**config.mk**
```make
export PLATFORM = sky130hd
export DESIGN_NAME = lldma_loader
export DESIGN_NICKNAME = d
export VERILOG_FILES = /design/src/rtl/lldma_pkg.sv /design/src/rtl/lldma_arb.sv /design/src/rtl/lldma_chan.sv /design/src/rtl/lldma_loader.sv
export SDC_FILE = /design/constraint.sdc
export NUM_CORES = 2
export LEC_CHECK = 0
export BUFFER_PORTS_ARGS = -buffer_cell sky130_fd_sc_hd__buf_2
export CORE_ASPECT_RATIO = 0.7
export CORE_MARGIN = 5
export CORE_UTILIZATION = 61
export DETAILED_ROUTE_END_ITERATION = 8
export GPL_TIMING_DRIVEN = 1
export PLACE_DENSITY = 0.8
export RECOVER_POWER = 100
export SETUP_SLACK_MARGIN = 0.4
export SLEW_MARGIN = 20
export SYNTH_ARGS = -nofsm -noshare
export SYNTH_HDL_FRONTEND = slang
export SYNTH_HIERARCHICAL = 1
export SYNTH_SLANG_ARGS = --single-unit
```
**constraint.sdc**
```tcl
create_clock -name clk_i -period 3.15 [get_ports clk_i]
set_input_delay 0.315 -clock clk_i [delete_from_list [all_inputs] [get_ports clk_i]]
set_output_delay 0.315 -clock clk_i [all_outputs]
set_load 0.1 [all_outputs]
```
**src/rtl/lldma_pkg.sv**
```systemverilog
package lldma_pkg;
  localparam int unsigned WORD_W     = 32;
  localparam int unsigned DESC_WORDS = 8;
  localparam int unsigned LEN_W      = 24;

  // word indices inside a channel window
  localparam logic [3:0] IDX_RADDR = 4'd2;
  localparam logic [3:0] IDX_WADDR = 4'd3;
  localparam logic [3:0] IDX_SIZE  = 4'd4;
  localparam logic [3:0] IDX_NODE  = 4'd5;
  localparam logic [3:0] IDX_CTRL  = 4'd7;
  localparam logic [3:0] IDX_ACT   = 4'd12;

  localparam int unsigned CTRL_EN     = 0;
  localparam int unsigned CTRL_LIST   = 4;
  localparam int unsigned CTRL_CANCEL = 20;

  typedef enum logic [1:0] {
    CH_IDLE,
    CH_FETCH,
    CH_KICK,
    CH_WAIT
  } ch_state_e;
endpackage

```
**src/rtl/lldma_arb.sv**
```systemverilog
module lldma_arb #(
  parameter int N  = 2,
  parameter int AW = 32
) (
  input  logic [N-1:0]         req_i,
  input  logic [N-1:0][AW-1:0] addr_i,
  output logic [N-1:0]         gnt_o,
  output logic [AW-1:0]        addr_o
);
  // lowest index wins
  always_comb begin
    gnt_o  = '0;
    addr_o = '0;
    for (int i = N - 1; i >= 0; i--) begin
      if (req_i[i]) begin
        gnt_o  = '0;
        gnt_o[i] = 1'b1;
        addr_o = addr_i[i];
      end
    end
  end
endmodule

```
**src/rtl/lldma_chan.sv**
```systemverilog
module lldma_chan
  import lldma_pkg::*;
(
  input  logic              clk_i,
  input  logic              rst_ni,
  input  logic              wr_i,
  input  logic [3:0]        wr_idx_i,
  input  logic [WORD_W-1:0] wr_data_i,
  input  logic [3:0]        rd_idx_i,
  output logic [WORD_W-1:0] rd_data_o,
  output logic              req_o,
  output logic [WORD_W-1:0] addr_o,
  input  logic              ack_i,
  input  logic [WORD_W-1:0] word_i,
  output logic              start_o,
  input  logic              done_i,
  output logic              evt_o,
  output logic [WORD_W-1:0] rd_addr_o,
  output logic [WORD_W-1:0] wr_addr_o,
  output logic [LEN_W-1:0]  len_o
);
  localparam int IDX_W = $clog2(DESC_WORDS);
  localparam logic [WORD_W-1:0] CLR_MASK =
    ~((WORD_W'(1) << CTRL_CANCEL) | (WORD_W'(1) << CTRL_LIST) | (WORD_W'(1) << CTRL_EN));

  logic [DESC_WORDS-1:0][WORD_W-1:0] regs_q;
  ch_state_e         state_q;
  logic [IDX_W-1:0]  idx_q;
  logic [WORD_W-1:0] ptr_q;
  logic              first_q, evt_q;
  logic              is_ctrl, cancel, launch, in_xfer;
  logic [WORD_W-1:0] act_size;

  assign is_ctrl = wr_i && (wr_idx_i == IDX_CTRL);
  assign cancel  = is_ctrl && wr_data_i[CTRL_CANCEL];
  assign launch  = is_ctrl && wr_data_i[CTRL_LIST] && !wr_data_i[CTRL_CANCEL]
                   && (state_q == CH_IDLE);

  always_ff @(posedge clk_i or negedge rst_ni) begin
    if (!rst_ni) begin
      regs_q  <= '0;
      state_q <= CH_IDLE;
      idx_q   <= '0;
      ptr_q   <= '0;
      first_q <= 1'b0;
      evt_q   <= 1'b0;
    end else begin
      evt_q <= 1'b0;
      if (wr_i && !wr_idx_i[3])
        regs_q[wr_idx_i[IDX_W-1:0]] <= cancel ? (wr_data_i & CLR_MASK) : wr_data_i;
      if (cancel) begin
        state_q <= CH_IDLE;
      end else begin
        unique case (state_q)
          CH_IDLE: if (launch) begin
            ptr_q   <= regs_q[IDX_NODE[IDX_W-1:0]];
            idx_q   <= '0;
            first_q <= 1'b1;
            state_q <= CH_FETCH;
          end
          CH_FETCH: if (ack_i) begin
            regs_q[idx_q] <= word_i;
            if (idx_q == IDX_W'(DESC_WORDS - 1)) begin
              evt_q   <= first_q;
              first_q <= 1'b0;
              state_q <= CH_KICK;
            end else begin
              idx_q <= idx_q + IDX_W'(1);
            end
          end
          CH_KICK: state_q <= CH_WAIT;
          CH_WAIT: if (done_i) begin
            evt_q <= 1'b1;
            if (regs_q[IDX_NODE[IDX_W-1:0]] == '0) begin
              regs_q[IDX_CTRL[IDX_W-1:0]][CTRL_LIST] <= 1'b0;
              state_q <= CH_IDLE;
            end else begin
              ptr_q   <= regs_q[IDX_NODE[IDX_W-1:0]];
              idx_q   <= '0;
              state_q <= CH_FETCH;
            end
          end
          default: state_q <= CH_IDLE;
        endcase
      end
    end
  end

  assign in_xfer  = (state_q == CH_KICK) || (state_q == CH_WAIT);
  assign act_size = in_xfer ? {{(WORD_W-LEN_W){1'b0}}, regs_q[IDX_SIZE[IDX_W-1:0]][LEN_W-1:0]}
                            : {{(WORD_W-LEN_W){1'b0}}, {LEN_W{1'b1}}};

  always_comb begin
    if (!rd_idx_i[3])           rd_data_o = regs_q[rd_idx_i[IDX_W-1:0]];
    else if (rd_idx_i == IDX_ACT) rd_data_o = act_size;
    else                        rd_data_o = '0;
  end

  assign req_o     = (state_q == CH_FETCH);
  assign addr_o    = ptr_q + {{(WORD_W-IDX_W-2){1'b0}}, idx_q, 2'b00};
  assign start_o   = (state_q == CH_KICK);
  assign evt_o     = evt_q;
  assign rd_addr_o = regs_q[IDX_RADDR[IDX_W-1:0]];
  assign wr_addr_o = regs_q[IDX_WADDR[IDX_W-1:0]];
  assign len_o     = regs_q[IDX_SIZE[IDX_W-1:0]][LEN_W-1:0];
endmodule

```
**src/rtl/lldma_loader.sv**
```systemverilog
module lldma_loader
  import lldma_pkg::*;
#(
  parameter int NUM_CH = 2
) (
  input  logic                         clk_i,
  input  logic                         rst_ni,
  input  logic                         reg_wr_i,
  input  logic [$clog2(NUM_CH)+5:0]    reg_addr_i,
  input  logic [31:0]                  reg_wdata_i,
  output logic [31:0]                  reg_rdata_o,
  output logic                         mem_req_o,
  output logic [31:0]                  mem_addr_o,
  input  logic                         mem_ack_i,
  input  logic [31:0]                  mem_rdata_i,
  output logic [NUM_CH-1:0]            mv_start_o,
  input  logic [NUM_CH-1:0]            mv_done_i,
  output logic [NUM_CH-1:0][31:0]      mv_rd_addr_o,
  output logic [NUM_CH-1:0][31:0]      mv_wr_addr_o,
  output logic [NUM_CH-1:0][23:0]      mv_len_o,
  output logic [NUM_CH-1:0]            evt_o
);
  localparam int CH_W = $clog2(NUM_CH);
  localparam int RA_W = CH_W + 6;

  logic [CH_W-1:0]                sel_ch;
  logic [3:0]                     off_idx;
  logic                           aligned;
  logic [NUM_CH-1:0]              chan_req, chan_gnt, chan_ack;
  logic [NUM_CH-1:0][WORD_W-1:0]  chan_addr, chan_rd;

  assign sel_ch   = reg_addr_i[RA_W-1:6];
  assign off_idx  = reg_addr_i[5:2];
  assign aligned  = (reg_addr_i[1:0] == 2'b00);
  assign chan_ack = chan_gnt & {NUM_CH{mem_ack_i}};

  for (genvar c = 0; c < NUM_CH; c++) begin : g_ch
    lldma_chan i_chan (
      .clk_i     (clk_i),
      .rst_ni    (rst_ni),
      .wr_i      (reg_wr_i && aligned && (sel_ch == CH_W'(c))),
      .wr_idx_i  (off_idx),
      .wr_data_i (reg_wdata_i),
      .rd_idx_i  (off_idx),
      .rd_data_o (chan_rd[c]),
      .req_o     (chan_req[c]),
      .addr_o    (chan_addr[c]),
      .ack_i     (chan_ack[c]),
      .word_i    (mem_rdata_i),
      .start_o   (mv_start_o[c]),
      .done_i    (mv_done_i[c]),
      .evt_o     (evt_o[c]),
      .rd_addr_o (mv_rd_addr_o[c]),
      .wr_addr_o (mv_wr_addr_o[c]),
      .len_o     (mv_len_o[c])
    );
  end

  lldma_arb #(.N(NUM_CH), .AW(WORD_W)) i_arb (
    .req_i  (chan_req),
    .addr_i (chan_addr),
    .gnt_o  (chan_gnt),
    .addr_o (mem_addr_o)
  );

  assign mem_req_o = |chan_req;

  always_comb begin
    reg_rdata_o = '0;
    for (int c = 0; c < NUM_CH; c++)
      if (aligned && sel_ch == CH_W'(c)) reg_rdata_o = chan_rd[c];
  end
endmodule

```
# Word-level counts from Yosys, hierarchy flattened
# Cells that the tools add are included.
totals:
  ff_bits: 590
  inputBits: 77
  out_inout_bits: 245
  word_cells: 210
classes:
  n_addsub: 4
  order_cmp: 6
  eq_ne: 30
  n_mux: 96
  n_bitwise: 4
  reduce_logical: 44
ops:
  columns: ["cell", "n"]
  rows:
  - ["two-way mux 256 bit", 6]
  - ["bitwise mux 256 bit", 4]
  - ["two-way mux 32 bit", 19]
  - ["two-way mux 228 bit", 2]
  - ["demux 32 bit (select 3 bit)", 3]
  - ["binary-select mux 32 bit (select 3 bit)", 2]
  - ["one-hot mux 32 bit (2 select lines)", 2]
  - ["adder 32 x 5 -> 32 bit", 2]
  - ["zero test 32 bit", 2]
  - ["two-way mux 27 bit", 2]
  - ["two-way mux 24 bit", 2]
  - ["two-way mux 21 bit", 2]
  - ["two-way mux 3 bit", 10]
  - ["two-way mux 2 bit", 12]
  - ["logical AND 1 bit", 20]
  - ["two-way mux 1 bit", 20]
  - ["inequality test 2 bit, second input constant", 10]
  - ["AND reduction 5 bit", 4]
  - ["one-hot mux 3 bit (3 select lines)", 2]
  - ["one-hot mux 2 bit (4 select lines)", 2]
  - ["AND reduction 7 bit", 2]
  - ["less-than comparator 3 x 4 -> 1 bit, second input constant", 3]
  - ["inequality test 3 bit, second input constant", 4]
  - ["one-hot mux 1 bit (2 select lines)", 6]
  - ["19 further kinds", 41]

# Longest topological paths before layout
depth:
  depth_word: 12
  mapped_depth: 13
  mapped_depth_nobuf: 10

# Modules after synthesis
# Netlist, hierarchy kept.
modules_own_cells:
  columns: ["module", "instances", "cells_each", "area_each_um2"]
  rows:
  - ["lldma_chan (g_ch[0].i_chan)", 1, 1732, 17337.9]
  - ["lldma_chan (g_ch[1].i_chan)", 1, 1722, 17325.4]
  - ["lldma_loader", 1, 78, 588.1]
  - ["lldma_arb", 1, 45, 370.4]

# Least setup slack after synthesis
# OpenSTA, ideal clock, no wires.
synth_timing:
  path_kind: "register to output"
  start: "reg g_ch[1].i_chan.idx_q[0]"
  end: "out mem_addr_o[30]"
  arrival_time_ns: 3.537
  t_required_ns: 2.835
  path_slack_ns: -0.702
  path_stages_with_launch: 11
  n_path_buf: 0
  path_cell_list: "dfrtp_1 -> ha_1 -> inv_1 -> fa_1 -> nand2b_1 -> a211oi_2 -> and3_1 -> nand4_1 -> xnor2_1 -> nand2_1 -> o21ai_1"
synth_rtl:
  columns: ["item", "line_no", "source"]
  rows:
  - ["from (decl)", "lldma_chan.sv:28", "logic [IDX_W-1:0] idx_q;"]
  - ["from (signal assigned)", "lldma_chan.sv:68", "idx_q <= idx_q + IDX_W'(1);"]
  - ["to (decl)", "lldma_loader.sv:13", "output logic [31:0] mem_addr_o,"]

==> impl_results.md <==
* Endpoints failing hold at 0
* Die area at between 60000 and 70000 µm²
* First-pass GRT wire length at 181 mm
* GRT met3 Usage at 11.2%
* Grt peak-use layer: met2
* Register-to-Register Path Depth at 12
* Slew Limit Fails at 77
* Arr. time, crit path at about 3.1 ns
* Slew @ Worst Pin at between 2 and 2.5 ns
* Met1 usage at a little over 50%
* Maximum vdd drop at between 0.6 and 0.7 mV
* Vias/cell at between 6 and 7
* Share of async-settable or async-resettable flops after synthesis at 100%
* DR pass1 iterations at 6
* R2r startpoint: g_ch[0].i_chan/state_q[1]$_DFFE_PN0P_
* Seq/Total Area, Yosys at 41.4%
* Remaining global-route overflow at 0
* Post-Syn Instances at about 3600
* Via count at ~30000
* # port buffers at 321
* Failing checks: max-capacitance violations, max-slew violations, negative setup slack
* CORE AREA at about 58000 µm²
* Final worst slack at -0.223 ns
* PwrDens at ~760 nW/µm²
* RSZ-0062 raised after global routing: yes
* Placed Area at around 38000 µm²
* Final WL at between 100 and 150 mm
* # placed instances at 4236
* CP most frequent cell: buf_6
* Flop pwr share at between 30% and 40%
* Routability cong. at between 0.9 and 1
* Slew margin rel. at -45.8%
* Largest net degree at the start of global routing at between 70 and 80
* Synth cell types at between 60 and 70
* Maxcap violations at 1
* Dpl hpwl at approximately 82 mm
* CP Launch Type: register
* Vias in the first global route at 28266
* Int Pwr at 17.5 mW
* Mapped Area at 35600 µm²
* Final #Nets at approximately 3700
* Avg Cell Area, Syn at 9.96 µm²
* Worst r2r dst: g_ch[1].i_chan/regs_q[195]$_DFF_PN0_
* Crit Path Max Fanout at 4
* DIE WIDTH at 299 µm
* Min Clock Period, post-route at ~3.4 ns
* Largest cells by area after synthesis: dfrtp_1 (41%), mux2i_1 (15%), mux4_2 (8.1%)
* Reg2Reg Setup Slack at -0.17 ns
* Status: complete, but fails checks
* Required time worst endpoint at between 2 and 3 ns
* Yosys top cell area share at between 40% and 50%
* Crit-path cells: inv_1 > fa_2 > nand2b_4 > a211oi_4 > buf_6 > buf_6 > nand4_1 > xnor2_1 > a22o_2 > buf_12
* Endpoints failing setup at roughly 120
* Comb pwr share at a little over two fifths
* Clock latency on the worst-skew pair at roughly 0.63 ns
* Clock tree buffer depth at 3
* Hold crit path type: input port to register
* CP max stage cell: fa_2
* Sw Share at a little over two fifths
* CTS Root Buffer Type: clkbuf_16
* Crit. End Element: primary output
* Synth Net Count at roughly 3700
* Initial antenna violation count at 14
* Site Rows at 74
* Overall Global Routing Usage at about 37%
* Final ANT Viol Nets at 0
* Yosys warnings at 6
* Area Overhead vs Synth at 15.2%
* Critical Path Max Stage Delay at 0.42 ns
* Final non-filler cell total at 4430
* Hold endpoint: g_ch[1].i_chan/evt_o$_DFF_PN0_
* Clock transition at the registers of the reported paths at around 0.070 ns
* Met2 usage at 56.9%
* Hold Crit Start: mv_done_i[1]
* Clock Power Share at between 20 and 25%
* Kind of critical path: register to primary output
* Skew final at ~0.014 ns
* Clock Sinks at 590
* Drt wl/cell at 28.0 µm
* Initial drt markers at approximately 4400
* Sw Pwr at 13.5 mW
* H-tree levels at 2
* Yosys reg bits at 590
* Highest clock rate at roughly 0.30 GHz
* Starting Density at between 60 and 70%
* Hold path cells at 3
* P_leak at roughly 19 nW
* I/O Pins at about 320
* Final period util at 107%
* Final instance area at ~40000 µm²
* Top FF cell, synth: dfrtp_1
* Share of layout cells above drive strength 1 at 23.1%
* Post-synth EDFFs at 0
* DRC at 0
* Area leader, netlist: dfrtp_1
* Num CTS Buffers at 57
* CTS tree: built
* Die height at roughly 210 µm
-- cells in the mapped netlist (all sizes together) (9+ instances only) --
cell    number
nand3b       9
or4          9
a22o        34
and3        12
a21oi      397
nand3       25
nand2      229
nor3        13
mux2i      546
a31oi       59
o21ai      170
dfrtp      590
clkbuf     247
mux2        67
nor2       534
ha          19
xnor2       30
nand4       20
mux4       128
xor2        26
buf        303
inv         26
-- per-stage QoR --
| step | hold WS, ns | setup WS (ns) | setup TNS, ns | power (mW) | utilization [%] |
|---|---|---|---|---|---|
| 4_1_cts | 0.000403 | -0.209 | -1.22 | 30.5 | 70.0 |
| 5_1_grt | 0.0383 | -0.278 | -28.22 | 32.0 | 70.7 |
| 3_3_place_gp | 0.360 | 0.216 | 0 | 22.1 | 64.8 |
| 2_1_floorplan | 0.0194 | 0.132 | 0 | 20.0 | - |
| 6_report | 0.0180 | -0.223 | -8.75 | 31.0 | 70.7 |
| 3_5_place_dp | 0.367 | 0.166 | 0 | 22.4 | 64.8 |
-- what timing repair did --
item	in CTS	in global routing
cloned	6	2
pin swaps	38	62
endpoints found under the setup margin	126	242
buffers inserted	29	43
hold buffers	1	0
endpoints found under the hold margin	60	0
resized for setup	263	164
-- critical path: cells and delay by family, from the launching register on --
family	cells	cell delay [ns]
AO/OA/AOI/OAI	2	0.57
XOR/XNOR	1	0.16
adder cells (fa/ha/maj)	1	0.42
buffers and inverters	4	0.57
flip-flops	1	0.41
AND/OR/NAND/NOR	2	0.30
-- layout by cell type, fill, tap and decap left out, types with 13 or more instances in the layout --
cell type | synthesis | layout
a21oi_1 | 397 | 394
a22o_1 | 33 | 15
a31oi_1 | 59 | 59
buf_12 | 0 | 89
buf_2 | 64 | 72
buf_4 | 182 | 116
buf_6 | 14 | 27
clkbuf_1 | 193 | 201
clkbuf_16 | 0 | 57
clkbuf_4 | 0 | 13
clkbuf_8 | 0 | 16
dfrtp_1 | 590 | 568
dfrtp_2 | 0 | 22
inv_1 | 26 | 22
mux2_1 | 0 | 31
mux2_4 | 60 | 29
mux2i_1 | 546 | 522
mux2i_2 | 0 | 14
mux4_2 | 128 | 128
nand2_1 | 225 | 218
nand3_1 | 24 | 21
nand4_1 | 20 | 20
nor2_1 | 532 | 492
nor2_2 | 2 | 15
nor2_4 | 0 | 27
o21ai_0 | 168 | 75
o21ai_1 | 2 | 24
o21ai_2 | 0 | 47
o21ai_4 | 0 | 24
xnor2_1 | 30 | 27
xor2_1 | 26 | 25
-- layout make-up --
cell class | count | area, µm²
repair buffers | 528 | 4390
multi-input cells | 2413 | 18900
well taps | 760 | 951
inverters | 26 | 97.6
fillers | 4100 | 17000
diodes | 9 | 22.5
clock inverters | 19 | 218
clock buffers | 85 | 1690
flip-flops and latches | 590 | 14800
-- power by group through the flow --
stage          combinational [mW]  sequential [mW]  clock, mW
2_1_floorplan                9.86             10.2          0
3_3_place_gp                 11.4             10.7          0
3_5_place_dp                 11.6             10.7          0
4_1_cts                      12.7             10.6       7.20
5_1_grt                      13.5             10.9       7.56
6_report                     13.0             10.8       7.21
-- how the worst max path moves through the flow --
stage,start,to,slack [ns]
5_1_grt,g_ch[0].i_chan/idx_q[0]$_DFFE_PN0P_,mem_addr_o[14],-0.28
6_report,g_ch[0].i_chan/idx_q[1]$_DFFE_PN0P_,mem_addr_o[14],-0.22
2_1_floorplan,g_ch[1].i_chan/idx_q[0]$_DFFE_PN0P_,mem_addr_o[30],0.13
3_5_place_dp,g_ch[0].i_chan/idx_q[0]$_DFFE_PN0P_,mem_addr_o[22],0.17
4_1_cts,g_ch[1].i_chan/idx_q[0]$_DFFE_PN0P_,mem_addr_o[30],-0.21
3_3_place_gp,g_ch[0].i_chan/idx_q[0]$_DFFE_PN0P_,mem_addr_o[26],0.22
-- metal layers --
layer | up-vias | wire (µm)
li1 | 12470 | -
met1 | 14508 | 44500
met2 | 2380 | 54900
met3 | 483 | 18200
met4 | 12 | 6400
met5 | - | 69
-- cells by family (layout without fill, tap and decap cells) --
logic type | after synthesis | after routing | share of synthesized area [%]
flops | 590 | 590 | 41.4
mux | 741 | 741 | 26.2
other cells | 0 | 9 | 0
xor+xnor | 56 | 56 | 1.38
buf+inv | 576 | 658 | 8.79
compound gates | 692 | 692 | 10.8
fa+ha+maj | 21 | 21 | 0.780
simple gates | 901 | 903 | 10.6
-- sequential cells by signal, summed over array words and instances, names as in the netlist --
register and cells:
g_ch.i_chan/regs_q 336, g_ch.i_chan/ptr_q 64, g_ch.i_chan/rd_addr_o 64, g_ch.i_chan/wr_addr_o 64
g_ch.i_chan/len_o 48, g_ch.i_chan/idx_q 6, g_ch.i_chan/state_q 4, g_ch.i_chan/evt_o 2
g_ch.i_chan/first_q 2
Note: power is estimated with default switching activity, not from simulation.
